## config.mk

```make
export PLATFORM = sky130hd
export DESIGN_NAME = pwm_gen_db
export DESIGN_NICKNAME = d
export VERILOG_FILES = /design/src/rtl/pwm_db_pkg.sv /design/src/rtl/pwm_counter.sv /design/src/rtl/pwm_action.sv /design/src/rtl/pwm_edge_delay.sv /design/src/rtl/pwm_deadband.sv /design/src/rtl/pwm_gen_db.sv
export SDC_FILE = /design/constraint.sdc
export NUM_CORES = 1
export LEC_CHECK = 0
export BUFFER_PORTS_ARGS = -buffer_cell sky130_fd_sc_hd__buf_4
export CORE_AREA = 2 2 129 131
export CTS_CLUSTER_SIZE = 12
export DETAILED_ROUTE_END_ITERATION = 10
export DIE_AREA = 0 0 131 133
export GPL_ROUTABILITY_DRIVEN = 0
export PLACE_DENSITY = 0.76
export SLEW_MARGIN = 10
export SYNTH_ARGS = -nofsm -noshare
export SYNTH_HDL_FRONTEND = slang
export SYNTH_SLANG_ARGS = --single-unit
```

## constraint.sdc

```tcl
create_clock -name clk -period 4.7 [get_ports clk]
set_input_delay 0.235 -clock clk [delete_from_list [all_inputs] [get_ports clk]]
set_output_delay 0.235 -clock clk [all_outputs]
set_load 0.005 [all_outputs]
```

## src/rtl/pwm_db_pkg.sv

```systemverilog
// Shared definitions for the PWM channel: action codes, event indices,
// register addresses and control-bit positions.
package pwm_db_pkg;

    typedef enum logic [1:0] {
        ACT_KEEP   = 2'b00,
        ACT_TOGGLE = 2'b01,
        ACT_CLR    = 2'b10,
        ACT_SET    = 2'b11
    } act_e;

    // Event indices; a higher index has higher priority.
    localparam int EV_N    = 6;
    localparam int ACT_W   = 2 * EV_N;
    localparam int EV_ZERO = 0;
    localparam int EV_PER  = 1;
    localparam int EV_AUP  = 2;
    localparam int EV_ADN  = 3;
    localparam int EV_BUP  = 4;
    localparam int EV_BDN  = 5;

    // Register addresses.
    localparam logic [2:0] RA_CTRL = 3'd0;
    localparam logic [2:0] RA_PER  = 3'd1;
    localparam logic [2:0] RA_THA  = 3'd2;
    localparam logic [2:0] RA_THB  = 3'd3;
    localparam logic [2:0] RA_ACTA = 3'd4;
    localparam logic [2:0] RA_ACTB = 3'd5;
    localparam logic [2:0] RA_RISE = 3'd6;
    localparam logic [2:0] RA_FALL = 3'd7;

    // Control-bit positions.
    localparam int CB_RUN   = 0;
    localparam int CB_UPDN  = 1;
    localparam int CB_PSYNC = 2;
    localparam int CB_TSYNC = 3;
    localparam int CB_DB    = 4;
    localparam int CB_ENA   = 5;
    localparam int CB_ENB   = 6;
    localparam int CTRL_W   = 7;

    // Apply one action code to the current level.
    function automatic logic apply_act(input act_e code, input logic cur);
        case (code)
            ACT_TOGGLE: return ~cur;
            ACT_CLR:    return 1'b0;
            ACT_SET:    return 1'b1;
            default:    return cur;
        endcase
    endfunction

endpackage

```

## src/rtl/pwm_counter.sv

```systemverilog
// Period counter. It counts down from the period value, or up and down
// between zero and the period value. It flags the zero and period points
// and reports the direction of travel.
// Assumes: the period is at least 1 in up/down mode. The reload at zero takes
// the shadow period, which equals the active one except for a pending sync update.
module pwm_counter #(
    parameter int W = 16
) (
    input  logic         clk,
    input  logic         rst_n,
    input  logic         run,
    input  logic         updown,
    input  logic [W-1:0] per_act,
    input  logic [W-1:0] per_sh,
    output logic [W-1:0] cnt,
    output logic         rising,
    output logic         at_zero,
    output logic         at_per
);

    logic dir_q;

    // Decode the counter points and the direction of the current step.
    always_comb begin
        at_zero = run && (cnt == '0);
        at_per  = run && (cnt == per_act);
        rising  = updown && ((cnt == '0) || (dir_q && (cnt < per_act)));
    end

    // Advance the count according to the selected mode.
    always_ff @(posedge clk) begin
        if (!rst_n || !run) begin
            cnt   <= '0;
            dir_q <= 1'b1;
        end else begin
            dir_q <= rising;
            if (!updown)
                cnt <= (cnt == '0) ? per_sh : cnt - 1'b1;
            else if (rising)
                cnt <= (per_act == '0) ? '0 : cnt + 1'b1;
            else
                cnt <= cnt - 1'b1;
        end
    end

    p_down_step_r2: assert property (@(posedge clk) disable iff (!rst_n)
        (run && !updown && cnt != '0) |=> (!run || updown || cnt == $past(cnt) - 1'b1));

    p_down_reload_r2: assert property (@(posedge clk) disable iff (!rst_n)
        (run && !updown && cnt == '0) |=> (!run || updown || cnt == $past(per_sh)));

    p_ud_turn_r3: assert property (@(posedge clk) disable iff (!rst_n)
        (run && updown && cnt == per_act && per_act != '0)
            |=> (!run || !updown || cnt == $past(cnt) - 1'b1));

endmodule

```

## src/rtl/pwm_action.sv

```systemverilog
// Output generator. For every cycle it picks the highest-priority
// non-keep action among the active events and applies it to the level.
// Assumes: events are single-cycle decodes of the current count; the level is cleared while stopped.
module pwm_action
    import pwm_db_pkg::*;
(
    input  logic             clk,
    input  logic             rst_n,
    input  logic             run,
    input  logic [EV_N-1:0]  ev,
    input  logic [ACT_W-1:0] acts,
    output logic             lvl
);

    act_e sel;

    // Pick the winning action; a later field overrides an earlier one.
    always_comb begin
        sel = ACT_KEEP;
        for (int i = 0; i < EV_N; i++) begin
            if (ev[i] && (act_e'(acts[2*i +: 2]) != ACT_KEEP))
                sel = act_e'(acts[2*i +: 2]);
        end
    end

    // Register the output level.
    always_ff @(posedge clk) begin
        if (!rst_n || !run)
            lvl <= 1'b0;
        else
            lvl <= apply_act(sel, lvl);
    end

    p_no_event_hold_r4: assert property (@(posedge clk) disable iff (!rst_n)
        (run && ev == '0) |=> (!run || $stable(lvl)));

endmodule

```

## src/rtl/pwm_edge_delay.sv

```systemverilog
// Rising-edge delay. The output goes high only after the input has been
// high for dly consecutive cycles, and it drops together with the input.
// Assumes: the delay count may change at any time; the output compares against the present value.
module pwm_edge_delay #(
    parameter int DW = 8
) (
    input  logic          clk,
    input  logic          rst_n,
    input  logic          run,
    input  logic          src,
    input  logic [DW-1:0] dly,
    output logic          out
);

    logic [DW-1:0] hold_cnt;

    // Count how long the input has been high, saturating at the delay.
    always_ff @(posedge clk) begin
        if (!rst_n || !run || !src)
            hold_cnt <= '0;
        else if (hold_cnt < dly)
            hold_cnt <= hold_cnt + 1'b1;
    end

    assign out = src && (hold_cnt >= dly);

    p_delay_min_r9: assert property (@(posedge clk) disable iff (!rst_n)
        ($rose(out) && dly != '0) |-> $past(src));

endmodule

```

## src/rtl/pwm_deadband.sv

```systemverilog
// Dead-band stage. When enabled, it forms a complementary pair from
// generator A, each side with its own rising-edge delay. When disabled,
// it passes both generator levels through.
// Assumes: the levels come from registers, so the outputs are glitch-free before the pin register.
module pwm_deadband #(
    parameter int DW = 8
) (
    input  logic          clk,
    input  logic          rst_n,
    input  logic          run,
    input  logic          db_on,
    input  logic          gen_a,
    input  logic          gen_b,
    input  logic [DW-1:0] rise,
    input  logic [DW-1:0] fall,
    output logic          out_a,
    output logic          out_b
);

    logic hi_side;
    logic lo_side;

    pwm_edge_delay #(.DW(DW)) u_hi (
        .clk(clk), .rst_n(rst_n), .run(run), .src(gen_a), .dly(rise), .out(hi_side)
    );

    pwm_edge_delay #(.DW(DW)) u_lo (
        .clk(clk), .rst_n(rst_n), .run(run), .src(~gen_a), .dly(fall), .out(lo_side)
    );

    // Choose between the delayed pair and the straight levels.
    always_comb begin
        out_a = db_on ? hi_side : gen_a;
        out_b = db_on ? lo_side : gen_b;
    end

    p_no_overlap_r9: assert property (@(posedge clk) disable iff (!rst_n)
        db_on |-> !(out_a && out_b));

endmodule

```

## src/rtl/pwm_gen_db.sv

```systemverilog
// PWM channel top. It holds the register file, the shadow and active
// copies of the period and thresholds, the event decode and the enabled pin registers.
// Assumes: registers are write-only; values written while stopped take effect before the next start.
module pwm_gen_db
    import pwm_db_pkg::*;
#(
    parameter int CNT_W = 16,
    parameter int DB_W  = 8
) (
    input  logic             clk,
    input  logic             rst_n,
    input  logic             wr_en,
    input  logic [2:0]       wr_addr,
    input  logic [CNT_W-1:0] wr_data,
    output logic             pwm_a,
    output logic             pwm_b
);

    localparam int N_CMP = 2;
    localparam int N_GEN = 2;

    logic [CTRL_W-1:0] ctrl;
    logic [CNT_W-1:0]  per_sh, per_act;
    logic [CNT_W-1:0]  th_sh  [N_CMP];
    logic [CNT_W-1:0]  th_act [N_CMP];
    logic [ACT_W-1:0]  act_cfg [N_GEN];
    logic [DB_W-1:0]   rise_q, fall_q;

    logic              run, updown, psync, tsync;
    logic              wr_per;
    logic [N_CMP-1:0]  wr_th;
    logic [CNT_W-1:0]  cnt;
    logic              rising, at_zero, at_per;
    logic [EV_N-1:0]   ev;
    logic [N_GEN-1:0]  gen_lvl;
    logic              db_a, db_b;

    assign run    = ctrl[CB_RUN];
    assign updown = ctrl[CB_UPDN];
    assign psync  = ctrl[CB_PSYNC];
    assign tsync  = ctrl[CB_TSYNC];
    assign wr_per = wr_en && (wr_addr == RA_PER);
    assign wr_th  = {wr_en && (wr_addr == RA_THB), wr_en && (wr_addr == RA_THA)};

    // Host writes to the control, shadow, action and delay registers.
    always_ff @(posedge clk) begin
        if (!rst_n) begin
            ctrl       <= '0;
            per_sh     <= '0;
            th_sh[0]   <= '0;
            th_sh[1]   <= '0;
            act_cfg[0] <= '0;
            act_cfg[1] <= '0;
            rise_q     <= '0;
            fall_q     <= '0;
        end else if (wr_en) begin
            case (wr_addr)
                RA_CTRL: ctrl       <= wr_data[CTRL_W-1:0];
                RA_PER:  per_sh     <= wr_data;
                RA_THA:  th_sh[0]   <= wr_data;
                RA_THB:  th_sh[1]   <= wr_data;
                RA_ACTA: act_cfg[0] <= wr_data[ACT_W-1:0];
                RA_ACTB: act_cfg[1] <= wr_data[ACT_W-1:0];
                RA_RISE: rise_q     <= wr_data[DB_W-1:0];
                default: fall_q     <= wr_data[DB_W-1:0];
            endcase
        end
    end

    // Active period: direct on an unsynced write, else copied at zero or while stopped.
    always_ff @(posedge clk) begin
        if (!rst_n)
            per_act <= '0;
        else if (wr_per && !psync)
            per_act <= wr_data;
        else if (!run || at_zero)
            per_act <= per_sh;
    end

    // Active thresholds, one update path per comparator.
    for (genvar c = 0; c < N_CMP; c++) begin : g_thr
        always_ff @(posedge clk) begin
            if (!rst_n)
                th_act[c] <= '0;
            else if (wr_th[c] && !tsync)
                th_act[c] <= wr_data;
            else if (!run || at_zero)
                th_act[c] <= th_sh[c];
        end
    end

    pwm_counter #(.W(CNT_W)) u_cnt (
        .clk(clk), .rst_n(rst_n), .run(run), .updown(updown),
        .per_act(per_act), .per_sh(per_sh), .cnt(cnt),
        .rising(rising), .at_zero(at_zero), .at_per(at_per)
    );

    // Build the event vector from the counter points and the comparator matches.
    always_comb begin
        ev          = '0;
        ev[EV_ZERO] = at_zero;
        ev[EV_PER]  = at_per;
        for (int c = 0; c < N_CMP; c++) begin
            ev[EV_AUP + 2*c] = run && (cnt == th_act[c]) && rising;
            ev[EV_ADN + 2*c] = run && (cnt == th_act[c]) && !rising;
        end
    end

    for (genvar g = 0; g < N_GEN; g++) begin : g_gen
        pwm_action u_act (
            .clk(clk), .rst_n(rst_n), .run(run), .ev(ev),
            .acts(act_cfg[g]), .lvl(gen_lvl[g])
        );
    end

    pwm_deadband #(.DW(DB_W)) u_db (
        .clk(clk), .rst_n(rst_n), .run(run), .db_on(ctrl[CB_DB]),
        .gen_a(gen_lvl[0]), .gen_b(gen_lvl[1]),
        .rise(rise_q), .fall(fall_q), .out_a(db_a), .out_b(db_b)
    );

    // Pin registers, gated by the run bit and the per-pin enables.
    always_ff @(posedge clk) begin
        if (!rst_n) begin
            pwm_a <= 1'b0;
            pwm_b <= 1'b0;
        end else begin
            pwm_a <= run && ctrl[CB_ENA] && db_a;
            pwm_b <= run && ctrl[CB_ENB] && db_b;
        end
    end

    p_pins_idle_r1: assert property (@(posedge clk) disable iff (!rst_n)
        !run |=> (!pwm_a && !pwm_b));

    p_per_hold_r8: assert property (@(posedge clk) disable iff (!rst_n)
        (run && psync && !at_zero && !wr_per) |=> (!run || $stable(per_act)));

endmodule

```

==> flow_results.org, run 1 <==
** Status
- Result of the run :: finished clean

** Timing
- Setup violations remaining at the end of the flow were counted as 0.
- The hold violation count in the final report is 0.
- The worst path meets setup with 0.975 ns of slack.
- For the final routed database, the setup TNS stands at 0 ns.
- On the final layout, the worst clock skew is 0.00748 ns.
- At the pin with the least slew margin, the transition time is 1.22 ns.
- Ratio of final minimum period to clock period :: 79.3%
- Number of slew-limit violations in the final report :: 0
- The worst path needs 3.73 ns of the cycle, external delays included.
- Setup repair after global routing left no endpoint under its margin.
- FMAX :: 268 MHz
- Max-slew headroom :: 19.0%

** Worst setup path
- The most critical setup path has its startpoint at u_cnt.cnt[0]$_SDFF_PP0_.
- Critical register-to-register path startpoint :: u_cnt.cnt[0]$_SDFF_PP0_
- Setup slack on the worst reg-to-reg path comes out at 0.97 ns.
- Worst setup endpoint :: u_cnt.cnt[12]$_SDFF_PP0_
- Class of the most critical setup path :: flip-flop to flip-flop
- Number of cells on the critical path :: 10
- Worst EP arrival :: 4.10 ns
- On the critical path, the stage with the largest delay is an instance of sky130_fd_sc_hd__or4_1.
- For the worst flop-to-flop path, the logic depth is 10.
- On the critical path the largest part of the delay comes from simple AND/OR/NAND/NOR gates.
- The worst setup path is captured at a flip-flop.
- FF-to-FF End :: u_cnt.cnt[12]$_SDFF_PP0_
- Among the stages of the critical path, the cell type that occurs most often is sky130_fd_sc_hd__nand2_1.
- Of all nets on the critical path, the largest fanout is 15.
- CP required :: 5.07 ns
- Worst path cell trace :: inv_1, ha_1, or4b_1, or4_4, nor3_2, nand2_1, nand2_1, nand2_1, or4_1, a21oi_1
- Kind of start point of the critical path :: flip-flop
- CP Buf/Inv Count :: 1
- Delay of the slowest critical-path stage :: 0.55 ns

** Route
- Iter 0 DRT Violations :: 759
- For this block, the routed nets add up to 23.9 mm of wire.
- The pre-antenna-repair detailed-routing pass consisted of 6 iterations.
- In the final routed layout, each cell accounts on average for 19.2 um.
- In the routed layout, each cell is associated on average with a via count of 6.17.
- After detailed routing, the number of remaining DRC violations is 0.
- For this block, the via count after detailed routing is 7,679.
- The count of nets left with antenna violations once routing finished came out at 0.

** Power and ir drop
- The analysis attributes to net switching a power of 0.000805 W.
- Clock network power share :: 38.9%
- Leakage power of the design :: 3.72 nW
- Power after layout :: 0.00328 W
- Per report_power, the combinational group accounts for 7.7% of the total.
- Share of total power consumed by net switching :: 24.6%
- Total power divided by cell area :: 323 nW/um^2
- The share of total power dissipated in sequential elements is 53.4%.
- P_int :: 0.00247 W
- Across the VDD grid, the largest voltage drop is 0.305 mV.

** CTS
- TritonCTS buffer count :: 17
- The later pin in the worst-skew pair is clocked with a latency of 0.44 ns.
- Post-CTS timing repair inserted 0 buffers for setup.
- The clock passes through at most 2 buffers.
- CTS tree :: yes
- Clk pin slew, worst setup/hold paths :: 0.06 ns
- Clk sink count :: 180
- Number of hold buffers added after CTS :: 0
- The cell sitting at the root of the clock tree is a sky130_fd_sc_hd__clkbuf_16.
- H-tree levels :: 4
- Quantity of gates resized following cts :: 0

** Layout
- Share of layout cells above drive strength 1 :: 7.02%
- Final-stage net count :: 1,070
- The number of antenna diodes in the final layout is 0.
- From synthesis to final layout, the design area changed by 8.20%.

** Floorplanning
- The die covers 17,400 um^2.
- Standard-cell row count :: 47
- Core outline area :: 16,200 um^2
- Initial cell density of the core :: 58.1%
- Die Width :: 131 um
- Die Height :: 133 um
- 24 I/O pins were placed.

** Yosys
- Yosys mapped the design onto 63 distinct sky130hd cell types.
- Portion of the post-synthesis area used by sequential elements :: 47.8%
- The number of nets in the synthesized netlist is 1,082.
- The most used flip-flop cell after synthesis is sky130_fd_sc_hd__dfxtp_1.
- By count the netlist is led by sky130_fd_sc_hd__nand2_1, sky130_fd_sc_hd__dfxtp_1, sky130_fd_sc_hd__edfxtp_1, sky130_fd_sc_hd__a21oi_1, sky130_fd_sc_hd__nor2_1.
- After synthesis, the largest area contributor takes up 28.1% of total cell area.
- Yosys printed 0 warnings.
- Each instance of the synthesized netlist takes up on average 9.17 um^2.
- For this run, asynchronously set or reset flops after synthesis account for 0%.
- Cell type with the highest aggregate area in the netlist :: sky130_fd_sc_hd__edfxtp_1
- In the post-synthesis netlist, the biggest area contributors are sky130_fd_sc_hd__edfxtp_1, sky130_fd_sc_hd__dfxtp_1, sky130_fd_sc_hd__nand2_1.
- Combined area of all synthesized cells :: 9390 um^2
- Total of flip-flops plus latches after synthesis :: 180
- In this run, synthesis inferred 88 flip-flops with an integrated enable.
- Leading cell type by number of instances after synthesis :: sky130_fd_sc_hd__nand2_1
- After technology mapping, the gate count stands at 1,024.

** Min path
- Worst min path class :: primary input to flip-flop

** Global route
- The first global-routing pass estimated 38.4 mm of wire.
- Initial antenna violation count :: 1
- Entering global routing, the biggest net connects 55 pins.
- Summed over all layers, the global routing overflow is 0.
- Total GRT Usage :: 28.9%
- Vias in the first global route :: 7,361

** Placed design
- In this run the tool buffered the top-level ports with 23 buffer cells.
- At the placement stage, the worst setup path has a slack of 1.05 ns.
- Once detailed placement completed, the half-perimeter wirelength came to 16.9 mm.

** Job
- Maxcap violations :: 0
==> worst min path at each step <==
| stage | slack [ns] | from | depth (start not counted) | end |
|---|---|---|---|---|
| floorplan | 0.37 | wr_data[7] | 2 | fall_q[7]$_SDFFE_PN0P_ |
| global placement | 0.44 | ctrl[2]$_SDFFE_PN0P_ | 2 | ctrl[2]$_SDFFE_PN0P_ |
| detailed placement | 0.44 | ctrl[2]$_SDFFE_PN0P_ | 2 | ctrl[2]$_SDFFE_PN0P_ |
| CTS | 0.08 | wr_data[12] | 3 | per_sh[12]$_SDFFE_PN0P_ |
| global route | 0.11 | wr_data[13] | 3 | per_sh[13]$_SDFFE_PN0P_ |
| finish | 0.08 | wr_data[12] | 3 | per_sh[12]$_SDFFE_PN0P_ |
==> logic make-up (layout without fill, tap and decap cells) <==
group	Yosys count	after routing	share of synthesized area [%]
xor gates and xnor gates	60	60	5.60
muxes	9	9	0.960
buffers and inverters	109	110	4.69
AOI/OAI and AO/OA	197	197	13.7
DFF	180	180	47.8
adders and majority gates	36	36	4.80
and+or+nand+nor	433	433	22.5
==> cells in the final DEF, fill, tap and decap left out, types with 18 or more instances in the layout <==
cell type / n
sky130_fd_sc_hd__a21oi_1: 85
sky130_fd_sc_hd__a22o_1: 18
sky130_fd_sc_hd__and2_1: 33
sky130_fd_sc_hd__buf_4: 33
sky130_fd_sc_hd__dfxtp_1: 92
sky130_fd_sc_hd__edfxtp_1: 88
sky130_fd_sc_hd__ha_1: 36
sky130_fd_sc_hd__inv_1: 44
sky130_fd_sc_hd__nand2_1: 155
sky130_fd_sc_hd__nand3_1: 52
sky130_fd_sc_hd__nand4_1: 23
sky130_fd_sc_hd__nor2_1: 77
sky130_fd_sc_hd__o21ai_0: 19
sky130_fd_sc_hd__xnor2_1: 36
sky130_fd_sc_hd__xor2_1: 24
==> worst register-to-register path, stage by stage (launching register included) <==
cell and delay, ns:
sky130_fd_sc_hd__dfxtp_1 0.41, sky130_fd_sc_hd__inv_1 0.12, sky130_fd_sc_hd__ha_1 0.21, sky130_fd_sc_hd__or4b_1 0.52, sky130_fd_sc_hd__or4_4 0.46, sky130_fd_sc_hd__nor3_2 0.20, sky130_fd_sc_hd__nand2_1 0.17, sky130_fd_sc_hd__nand2_1 0.51
sky130_fd_sc_hd__nand2_1 0.35, sky130_fd_sc_hd__or4_1 0.55, sky130_fd_sc_hd__a21oi_1 0.14
==> through the flow <==
step	util, %	std cells	instance area, um^2	hold slack [ns]
detailed placement	59.6	1213	9640	0.445
global placement	59.6	1213	9640	0.440
floorplan	-	1024	9390	0.371
finish	62.8	1245	10200	0.0817
CTS	62.8	1245	10200	0.0763
global route	62.8	1245	10200	0.106
==> flip-flops by register name, indices dropped and copies added, names as in the netlist <==
signal and flops:
th_act 32, th_sh 32, act_cfg 24, per_act 16
per_sh 16, u_cnt.cnt 16, fall_q 8, rise_q 8
u_db.u_hi.hold_cnt 8, u_db.u_lo.hold_cnt 8, ctrl 7, g_gen.u_act.lvl 2
pwm_a 1, pwm_b 1, u_cnt.dir_q 1
==> power groups by stage <==
stage / clock network [W] / registers, W / logic [W]
floorplan: 0 / 0.00177 / 0.000170
global placement: 0 / 0.00178 / 0.000243
detailed placement: 0 / 0.00178 / 0.000246
CTS: 0.00128 / 0.00175 / 0.000248
global route: 0.00134 / 0.00175 / 0.000277
finish: 0.00128 / 0.00175 / 0.000253
==> final cells by class <==
cell class	instances	area, um^2
clock buffers	19	433
clock inverters	13	85.1
fillers	1334	6010
inverters	45	169
multi-input cells	735	4460
flip-flops and latches	180	4480
well taps	220	275
repair buffers	33	248
==> metal layers <==
| metal | routed length, um | global-route usage, % |
|---|---|---|
| met1 | 10100 | 39.4 |
| met2 | 10900 | 42.8 |
| met3 | 2020 | 7.52 |
| met4 | 964 | 13.6 |
| met5 | 10 | 0 |
(Power assumes the default switching activity.)
==> run 2, diff against run 1 <==
==> constraint.sdc (replaced) <==
create_clock -name clk -period 3.55 [get_ports clk]
set_input_delay 0.1775 -clock clk [delete_from_list [all_inputs] [get_ports clk]]
set_output_delay 0.1775 -clock clk [all_outputs]
set_load 0.005 [all_outputs]
==> run 2 against run 1 <==
Routed wire length shrank 2.7%. Clock skew is essentially flat. Setup slack worse by 0.71 ns. Sequential power rose by 32%. Critical endpoint is now u_cnt.cnt[14]$_SDFF_PP0_. Largest power group unchanged.
==> flow_results.org, run 2 (synthesis gave the netlist of run 1 again) <==
** Global route
- The final global-route overflow total was 0 (unchanged).
- Vias in the first global route :: 7,203 (-2.1%)
- The first-pass GRT wire length was 37.5 mm (-2.4%).
- Maximum number of pins on one net before global-route repair :: 47 (-15%)
- Initial antenna violation count :: 1 (unchanged)
- The total routing usage reported by global routing was 27.9% (-0.93 points).

** CTS
- CTS tree :: yes
- The number of buffers added to fix hold violations after cts is 0 (unchanged).
- TritonCTS buffer count :: 17 (unchanged)
- The clock insertion delay at the later pin of the skew report is 0.43 ns (about the same).
- H-tree levels :: 4 (unchanged)
- Root Driver :: sky130_fd_sc_hd__clkbuf_16
- The clock net sink count was 180 (unchanged).
- The number of resized instances in the post-cts repair step was 0 (unchanged).
- Number of buffers added for setup after CTS :: 0 (unchanged)
- The largest buffer count on any clock path was 2 (unchanged).
- Clk pin slew, worst setup/hold paths :: 0.07 ns (about the same)

** Power and ir drop
- The switching power was 0.00109 W (+36%).
- Leakage power of the design :: 3.88 nW (+4.4%)
- Flop pwr share :: 51.8% (-1.6 points)
- The maximum vdd ir drop was 0.319 mV (+4.6%).
- The clock power share was 40.6% (+1.7 points).
- The combinational fraction of design power was 7.6% (about the same).
- The switching fraction of total power is 24.5% (-0.075 points).
- Total power divided by cell area :: 429 nW/um^2 (+33%)
- The internal power consumption was 0.00337 W (+36%).
- The post-layout total power was 0.00446 W (+36%).

** Timing
- Number of setup violations in the final report :: 0 (unchanged)
- Unrepaired setup endpoints after global routing :: no
- The final clock skew is 0.00723 ns (-0.000256 ns).
- Minimum period implied by the final worst setup slack :: 3.28 ns (-0.444 ns)
- Final Hold Violating Endpoints :: 0 (unchanged)
- The final count of pins violating max slew was 0 (unchanged).
- The post-route worst hold slack is 0.0258 ns (-0.0559 ns).
- The worst slew margin relative to its limit is 32.0% (+13 points).
- Final sum of negative setup slack :: 0 ns (unchanged)
- Final setup slack of the worst path :: 0.269 ns (-0.706 ns)
- The slew of the pin with the lowest slew margin came to 1.01 ns (-0.205 ns).
- FMAX :: 305 MHz (+14%)
- Ratio of final minimum period to clock period :: 92.4% (+13 points)

** Layout
- Total of fill cells in the finished design :: 1,300 (-2.5%)
- The fraction of final layout cells with drive strength greater than 1 came to 9.62% (+2.6 points).
- The count of nets after finishing was 1,095 (+2.3%).
- The area taken by flip-flops and latches is 4480 um^2 (unchanged).
- In the final layout, the registers with the most flip-flops are th_act (32), th_sh (32), act_cfg (24).
- Top library cells by usage in the layout, fill and taps aside :: sky130_fd_sc_hd__nand2_1, sky130_fd_sc_hd__dfxtp_1, sky130_fd_sc_hd__edfxtp_1, sky130_fd_sc_hd__a21oi_1, sky130_fd_sc_hd__nor2_1
- Diode insertion count for antenna repair :: 0 (unchanged)
- The combined area of the multi-input logic cells came to 4470 um^2 (+0.25%).
- Compared with the post-synthesis result, the final layout area differs by 10.7%.
- Commonest non-fill, non-tap cell in the layout :: sky130_fd_sc_hd__nand2_1
- The final design utilization was 64.3% (+1.5 points).

** Floorplanning
- Initial cell density of the core :: 58.1% (unchanged)
- Standard-cell row count :: 47 (unchanged)
- The number of top-level pins was 24 (unchanged).
- Die Width :: 131 um (unchanged)
- The placeable core region is 16,200 um^2 (unchanged).
- Die Height :: 133 um (unchanged)
- Total Die Area :: 17,400 um^2 (unchanged)

** Status
- Result of the run :: finished clean

** Placed design
- Port Buf Inserts :: 23 (unchanged)
- Detailed-placement wirelength estimate :: 16.9 mm (-0.26%)
- Place WS :: 0.0808 ns (-0.965 ns)

** Worst setup path
- Kind of start point of the critical path :: flip-flop
- The required time at the worst-slack endpoint came to 3.89 ns (-1.18 ns).
- The count of buffering cells on the critical path with inverters included is 2 (+1).
- Setup slack of the worst register-to-register path :: 0.27 ns (-0.71 ns)
- The critical path goes through inv_1, ha_1, or4b_1, or4_4, nor3_4, nand2_2, and2_4, buf_4, or4_1, o21ai_0, o21ai_1, a211oi_1.
- Endpoint type of the worst setup path :: flip-flop
- Delay of the slowest critical-path stage :: 0.53 ns (-0.02 ns)
- Class of the most critical setup path :: flip-flop to flip-flop
- Among cell families on the critical path, the largest total delay comes from simple AND/OR/NAND/NOR gates.
- Max Fanout on Critical Path :: 11 (-4)
- Worst EP arrival :: 3.62 ns (-0.48 ns)
- On the critical path, the stage with the largest delay is an instance of sky130_fd_sc_hd__or4b_1.

** Route
- The detail-routed net length per standard cell is 18.3 um (-4.6%).
- Number of design rule violations left after detail routing :: 0 (unchanged)
- Iter 0 DRT Violations :: 735 (-3.2%)
- Pre-antenna DRT Iters :: 5 (-1)
- The wire length reported by the detailed router was 23.3 mm (-2.7%).
- The vias per cell was 6.07 (-1.6%).
- The number of antenna-violating nets in the routed design came to 0 (unchanged).
- The number of vias after detailed routing came to 7,711 (+0.42%).

** Job
- The count of max-cap constraint violations came to 0 (unchanged).

** Min path
- The path class of the tightest hold or removal check is primary input to flip-flop.
## run 2: cell count changes in the layout (fill, tap and decap cells not counted), sizes merged
cell / before / now
clkinvlp: 6 / 3
inv: 47 / 49
bufinv: 0 / 1
buf: 33 / 58
## run 2: power by group through the flow
stage / Combinational, W / Clock, W / Sequential [W]
6_report: 0.000338 / 0.00181 / 0.00231
5_1_grt: 0.000370 / 0.00189 / 0.00232
4_1_cts: 0.000331 / 0.00182 / 0.00231
3_5_place_dp: 0.000329 / 0 / 0.00236
3_3_place_gp: 0.000324 / 0 / 0.00235
2_1_floorplan: 0.000226 / 0 / 0.00234
## run 2: metrics by stage
stage | cells | cell area (um^2)
3_5_place_dp | 1238 | 9830
4_1_cts | 1270 | 10400
3_3_place_gp | 1238 | 9830
2_1_floorplan | 1024 | 9390
6_report | 1270 | 10400
5_1_grt | 1270 | 10400
## run 2: final timing paths
| check | from | end | depth (start not counted) |
|---|---|---|---|
| hold / removal | wr_data[12] | per_sh[12]$_SDFFE_PN0P_ | 3 |
| setup reg to reg | u_cnt.cnt[0]$_SDFF_PP0_ | u_cnt.cnt[14]$_SDFF_PP0_ | 12 |
| hold reg to reg | ctrl[6]$_SDFFE_PN0P_ | ctrl[6]$_SDFFE_PN0P_ | 2 |
| setup / recovery | u_cnt.cnt[0]$_SDFF_PP0_ | u_cnt.cnt[14]$_SDFF_PP0_ | 12 |
## run 2: layer usage
| metal | wire length, um | vias up | global-route usage [%] | share of wire [%] |
|---|---|---|---|---|
| met1 | 9780 | 3623 | 39.3 | 42 |
| met4 | 570 | 2 | 9.28 | 2.4 |
| met2 | 10700 | 356 | 43.1 | 46 |
| li1 | - | 3675 | - | - |
| met3 | 2260 | 55 | 5.86 | 9.7 |
| met5 | 10 | - | 0 | 0.043 |
## run 2: cell type report
type                       instances  share of cell area [%]
clock inverter                    13                    1.20
timing repair buffer              58                    4.19
sequential                       180                    43.1
tap                              220                    2.65
clock buffer                      19                    4.16
inverter                          45                    1.62
multi-input combinational        735                    43.0
## run 2: worst register-to-register path: stages, from the launching register on
cell and delay, ns:
sky130_fd_sc_hd__dfxtp_1 0.31, sky130_fd_sc_hd__inv_1 0.07, sky130_fd_sc_hd__ha_1 0.20, sky130_fd_sc_hd__or4b_1 0.53
sky130_fd_sc_hd__or4_4 0.47, sky130_fd_sc_hd__nor3_4 0.18, sky130_fd_sc_hd__nand2_2 0.12, sky130_fd_sc_hd__and2_4 0.25
sky130_fd_sc_hd__buf_4 0.18, sky130_fd_sc_hd__or4_1 0.51, sky130_fd_sc_hd__o21ai_0 0.08, sky130_fd_sc_hd__o21ai_1 0.07
sky130_fd_sc_hd__a211oi_1 0.22
==> run 3, diff against run 2 <==
--- a/config.mk
+++ b/config.mk
@@ -5,7 +5,7 @@
 export SDC_FILE = /design/constraint.sdc
 export NUM_CORES = 1
 export LEC_CHECK = 0
-export BUFFER_PORTS_ARGS = -buffer_cell sky130_fd_sc_hd__buf_4
+export BUFFER_PORTS_ARGS = -buffer_cell sky130_fd_sc_hd__buf_2
 export CORE_AREA = 2 2 129 131
 export CTS_CLUSTER_SIZE = 12
 export DETAILED_ROUTE_END_ITERATION = 10
==> run 3 against run 2 <==
Sequential cell count unchanged. Via count decreased by 0.14%. Register-to-register slack got worse by 0.096 ns. First-iteration DRC count up 14%. Critical path depth shrank 2. Total power fell by 0.46%. Hold slack improved by 0.0039 ns. Die area stayed put. Sequential power about the same. Clock skew fell by 0.00096 ns. Critical path type unchanged.
==> flow_results.org, run 3 (synthesis gave the netlist of run 1 again) <==
** CTS
- TritonCTS built the clock tree.
- Clock tree synthesis selected as its root buffer the cell sky130_fd_sc_hd__clkbuf_16.
- The clock net sink count came to 180 (unchanged).
- The number of levels the H-tree was split into is 4 (unchanged).
- The clock-pin slew reported for the worst setup and hold paths after clock tree synthesis was 0.07 ns (about the same).
- The number of clock buffers inserted by TritonCTS was 17 (unchanged).
- Skew-Pair Late Insertion Delay :: 0.43 ns (about the same)
- Number of buffers added for setup after CTS :: 0 (unchanged)
- Buffers from clock root to sink, at most :: 2 (unchanged)

** Worst setup path
- The setup path with the least slack is of type flip-flop to flip-flop.
- Endpoint type of the worst setup path :: flip-flop
- Worst path cell trace :: inv_1, ha_1, or4b_1, or4_4, nor3_2, nand2_2, nand2_1, nand2_1, or4_1, a21oi_1
- The arrival time at the worst endpoint came to 3.74 ns (+0.12 ns).
- Among the stages of the critical path, the cell type that occurs most often is sky130_fd_sc_hd__nand2_1.
- Slowest stage cell on the critical path :: sky130_fd_sc_hd__or4_1
- The highest net fanout along the worst path is 10 (-1).
- Kind of start point of the critical path :: flip-flop
- CP Buf/Inv Count :: 1 (-1)
- Delay of the slowest critical-path stage :: 0.53 ns (about the same)
- Worst path top cell family by delay :: simple AND/OR/NAND/NOR gates
- The required time at the worst-slack endpoint came to 3.91 ns (+0.02 ns).

** Global route
- Vias in the first global route :: 7,348 (+2.0%)
- The pin count of the biggest net entering global routing came to 39 (-17%).
- The first-pass GRT wire length is 38.2 mm (+1.8%).
- Global route overflow :: 0 (unchanged)
- The initial antenna violation count was 1 (unchanged).
- Total GRT Usage :: 28.7% (+0.72 points)

** Timing
- The number of endpoints failing setup at the final stage was 0 (unchanged).
- FMAX :: 296 MHz (-2.8%)
- Max-slew headroom :: 35.8% (+3.8 points)
- Final sum of negative setup slack :: 0 ns (unchanged)
- Final Hold Violating Endpoints :: 0 (unchanged)
- Number of slew-limit violations in the final report :: 0 (unchanged)
- The part of the cycle the worst path needs is 95.1% (+2.7 points).
- The post-route worst hold slack came to 0.0297 ns (+0.00386 ns).
- Minimum period implied by the final worst setup slack :: 3.38 ns (+0.0960 ns)
- The slew of the pin with the lowest slew margin was 0.954 ns (-0.0560 ns).
- The final clock skew was 0.00626 ns (-0.000962 ns).

** Route
- The wire length reported by the detailed router was 23.6 mm (+1.3%).
- The number of optimization iterations in the first detailed-route pass came to 5 (unchanged).
- Routed wirelength normalized by instance count :: 18.6 um (+1.4%)
- The iteration-0 DRC count of the detailed router came to 835 (+14%).
- Remaining number of nets flagged by the antenna check after routing :: 0 (unchanged)
- The number of vias after detailed routing came to 7,700 (-0.14%).
- The vias per cell was 6.07 (about the same).
- Number of design rule violations left after detail routing :: 0 (unchanged)

** Floorplanning
- Initial cell density of the core :: 58.1% (unchanged)
- The die area is 17,400 um^2 (unchanged).
- Standard-cell row count :: 47 (unchanged)
- The die width was 131 um (unchanged).
- Die Height :: 133 um (unchanged)
- Core outline area :: 16,200 um^2 (unchanged)
- I/O pins :: 24 (unchanged)

** Power and ir drop
- The combinational fraction of design power is 7.5% (about the same).
- The sequential group share of total power was 52.1% (+0.3 points).
- Maximum vdd drop :: 0.395 mV (+24%)
- P_int :: 0.00335 W (-0.43%)
- The switching fraction of total power was 24.5% (about the same).
- The switching power came to 0.00109 W (-0.54%).
- Clock network power share :: 40.5% (about the same)
- The cell leakage power was 3.86 nW (-0.65%).
- Power after layout :: 0.00444 W (-0.46%)
- Total power divided by cell area :: 430 nW/um^2 (+0.18%)

** Layout
- The area growth from synthesis to layout is 10.0%.
- Non-filler instance count after layout :: 1,269 (-0.079%)
- Largest registers :: th_act (32), th_sh (32), act_cfg (24)
- The library cell used most frequently in the layout, excluding fill and tap cells, is sky130_fd_sc_hd__nand2_1.
- Post-layout utilization of the core :: 63.9% (-0.41 points)
- Leaving out fill and tap cells, the most frequent cells in the layout are sky130_fd_sc_hd__nand2_1, sky130_fd_sc_hd__dfxtp_1, sky130_fd_sc_hd__edfxtp_1, sky130_fd_sc_hd__a21oi_1, sky130_fd_sc_hd__nor2_1.
- The total inserted antenna cells was 0 (unchanged).
- Final-stage net count :: 1,094 (-0.091%)
- Share of layout cells above drive strength 1 :: 9.63% (about the same)

** Min path
- The min-delay analysis places its worst path in the category primary input to flip-flop.

** Placed design
- Detailed-placement wirelength estimate :: 17.0 mm (+0.57%)
- The total instance count after detailed placement is 1,237 (-0.081%).
- Port Buf Inserts :: 23 (unchanged)

** Status
- The flow ran to the end, and the final reports show no timing, DRC or antenna violations.

** Job
- Maxcap violations :: 0 (unchanged)
[run 3: changes by cell type in the layout (fill, tap and decap cells not counted)]
| cell | change |
|---|---|
| sky130_fd_sc_hd__buf_4 | -24 |
| sky130_fd_sc_hd__clkinv_1 | +2 |
| sky130_fd_sc_hd__buf_2 | +23 |
| sky130_fd_sc_hd__nor3_2 | +1 |
| sky130_fd_sc_hd__nor3_4 | -1 |
| sky130_fd_sc_hd__inv_6 | -1 |
| sky130_fd_sc_hd__clkbuf_1 | -2 |
| sky130_fd_sc_hd__clkinv_4 | +1 |
| sky130_fd_sc_hd__a211oi_1 | -1 |
| sky130_fd_sc_hd__a211oi_2 | +1 |
[run 3: layout make-up]
type | count | area, um^2
clock inverter | 15 | 133
timing repair buffer | 57 | 370
fill | 1335 | 5840
tap | 220 | 275
sequential | 180 | 4480
clock buffer | 17 | 425
multi-input combinational | 735 | 4470
inverter | 45 | 169
[run 3: repair_timing]
item | CTS | global route
hold buffers | 0 | 0
resized for setup | 0 | 4
setup endpoints to repair | 0 | 4
[run 3: power by group through the flow]
stage          logic, W  clock network [W]  registers, W
2_1_floorplan  0.000226                  0       0.00234
3_3_place_gp   0.000317                  0       0.00235
3_5_place_dp   0.000321                  0       0.00236
4_1_cts        0.000325            0.00182       0.00231
5_1_grt        0.000365            0.00189       0.00232
6_report       0.000331            0.00180       0.00231
[run 3: per-layer routing]
metal	global-route usage, %	vias to the layer above	share of wire, %
met3	5.78	55	8.5
met2	43.2	336	46
met4	11.9	2	3.4
met5	0	-	0.042
met1	40.3	3629	42
li1	-	3678	-
[run 3: stage by stage]
step,cell area (um^2),worst slack (ns)
5_1_grt,10300,-0.00715
6_report,10300,0.173
4_1_cts,10300,0.111
2_1_floorplan,9390,0.289
3_5_place_dp,9760,0.0941
3_3_place_gp,9760,0.201
[run 3: final timing paths]
path / start / to / slack (ns) / cells after the start
worst max-delay path: u_cnt.cnt[0]$_SDFF_PP0_ / u_cnt.cnt[12]$_SDFF_PP0_ / 0.17 / 10
worst min-delay path: wr_data[12] / per_sh[12]$_SDFFE_PN0P_ / 0.03 / 3
worst max register to register: u_cnt.cnt[0]$_SDFF_PP0_ / u_cnt.cnt[12]$_SDFF_PP0_ / 0.17 / 10
worst min register to register: ctrl[6]$_SDFFE_PN0P_ / ctrl[6]$_SDFFE_PN0P_ / 0.45 / 2
[run 3: tightest hold or removal path: cells and delay by family]
family,cells,cell delay [ns]
buffers and inverters,1,0.13
AOI/OAI and AO/OA,1,0.05
and+or+nand+nor,1,0.06
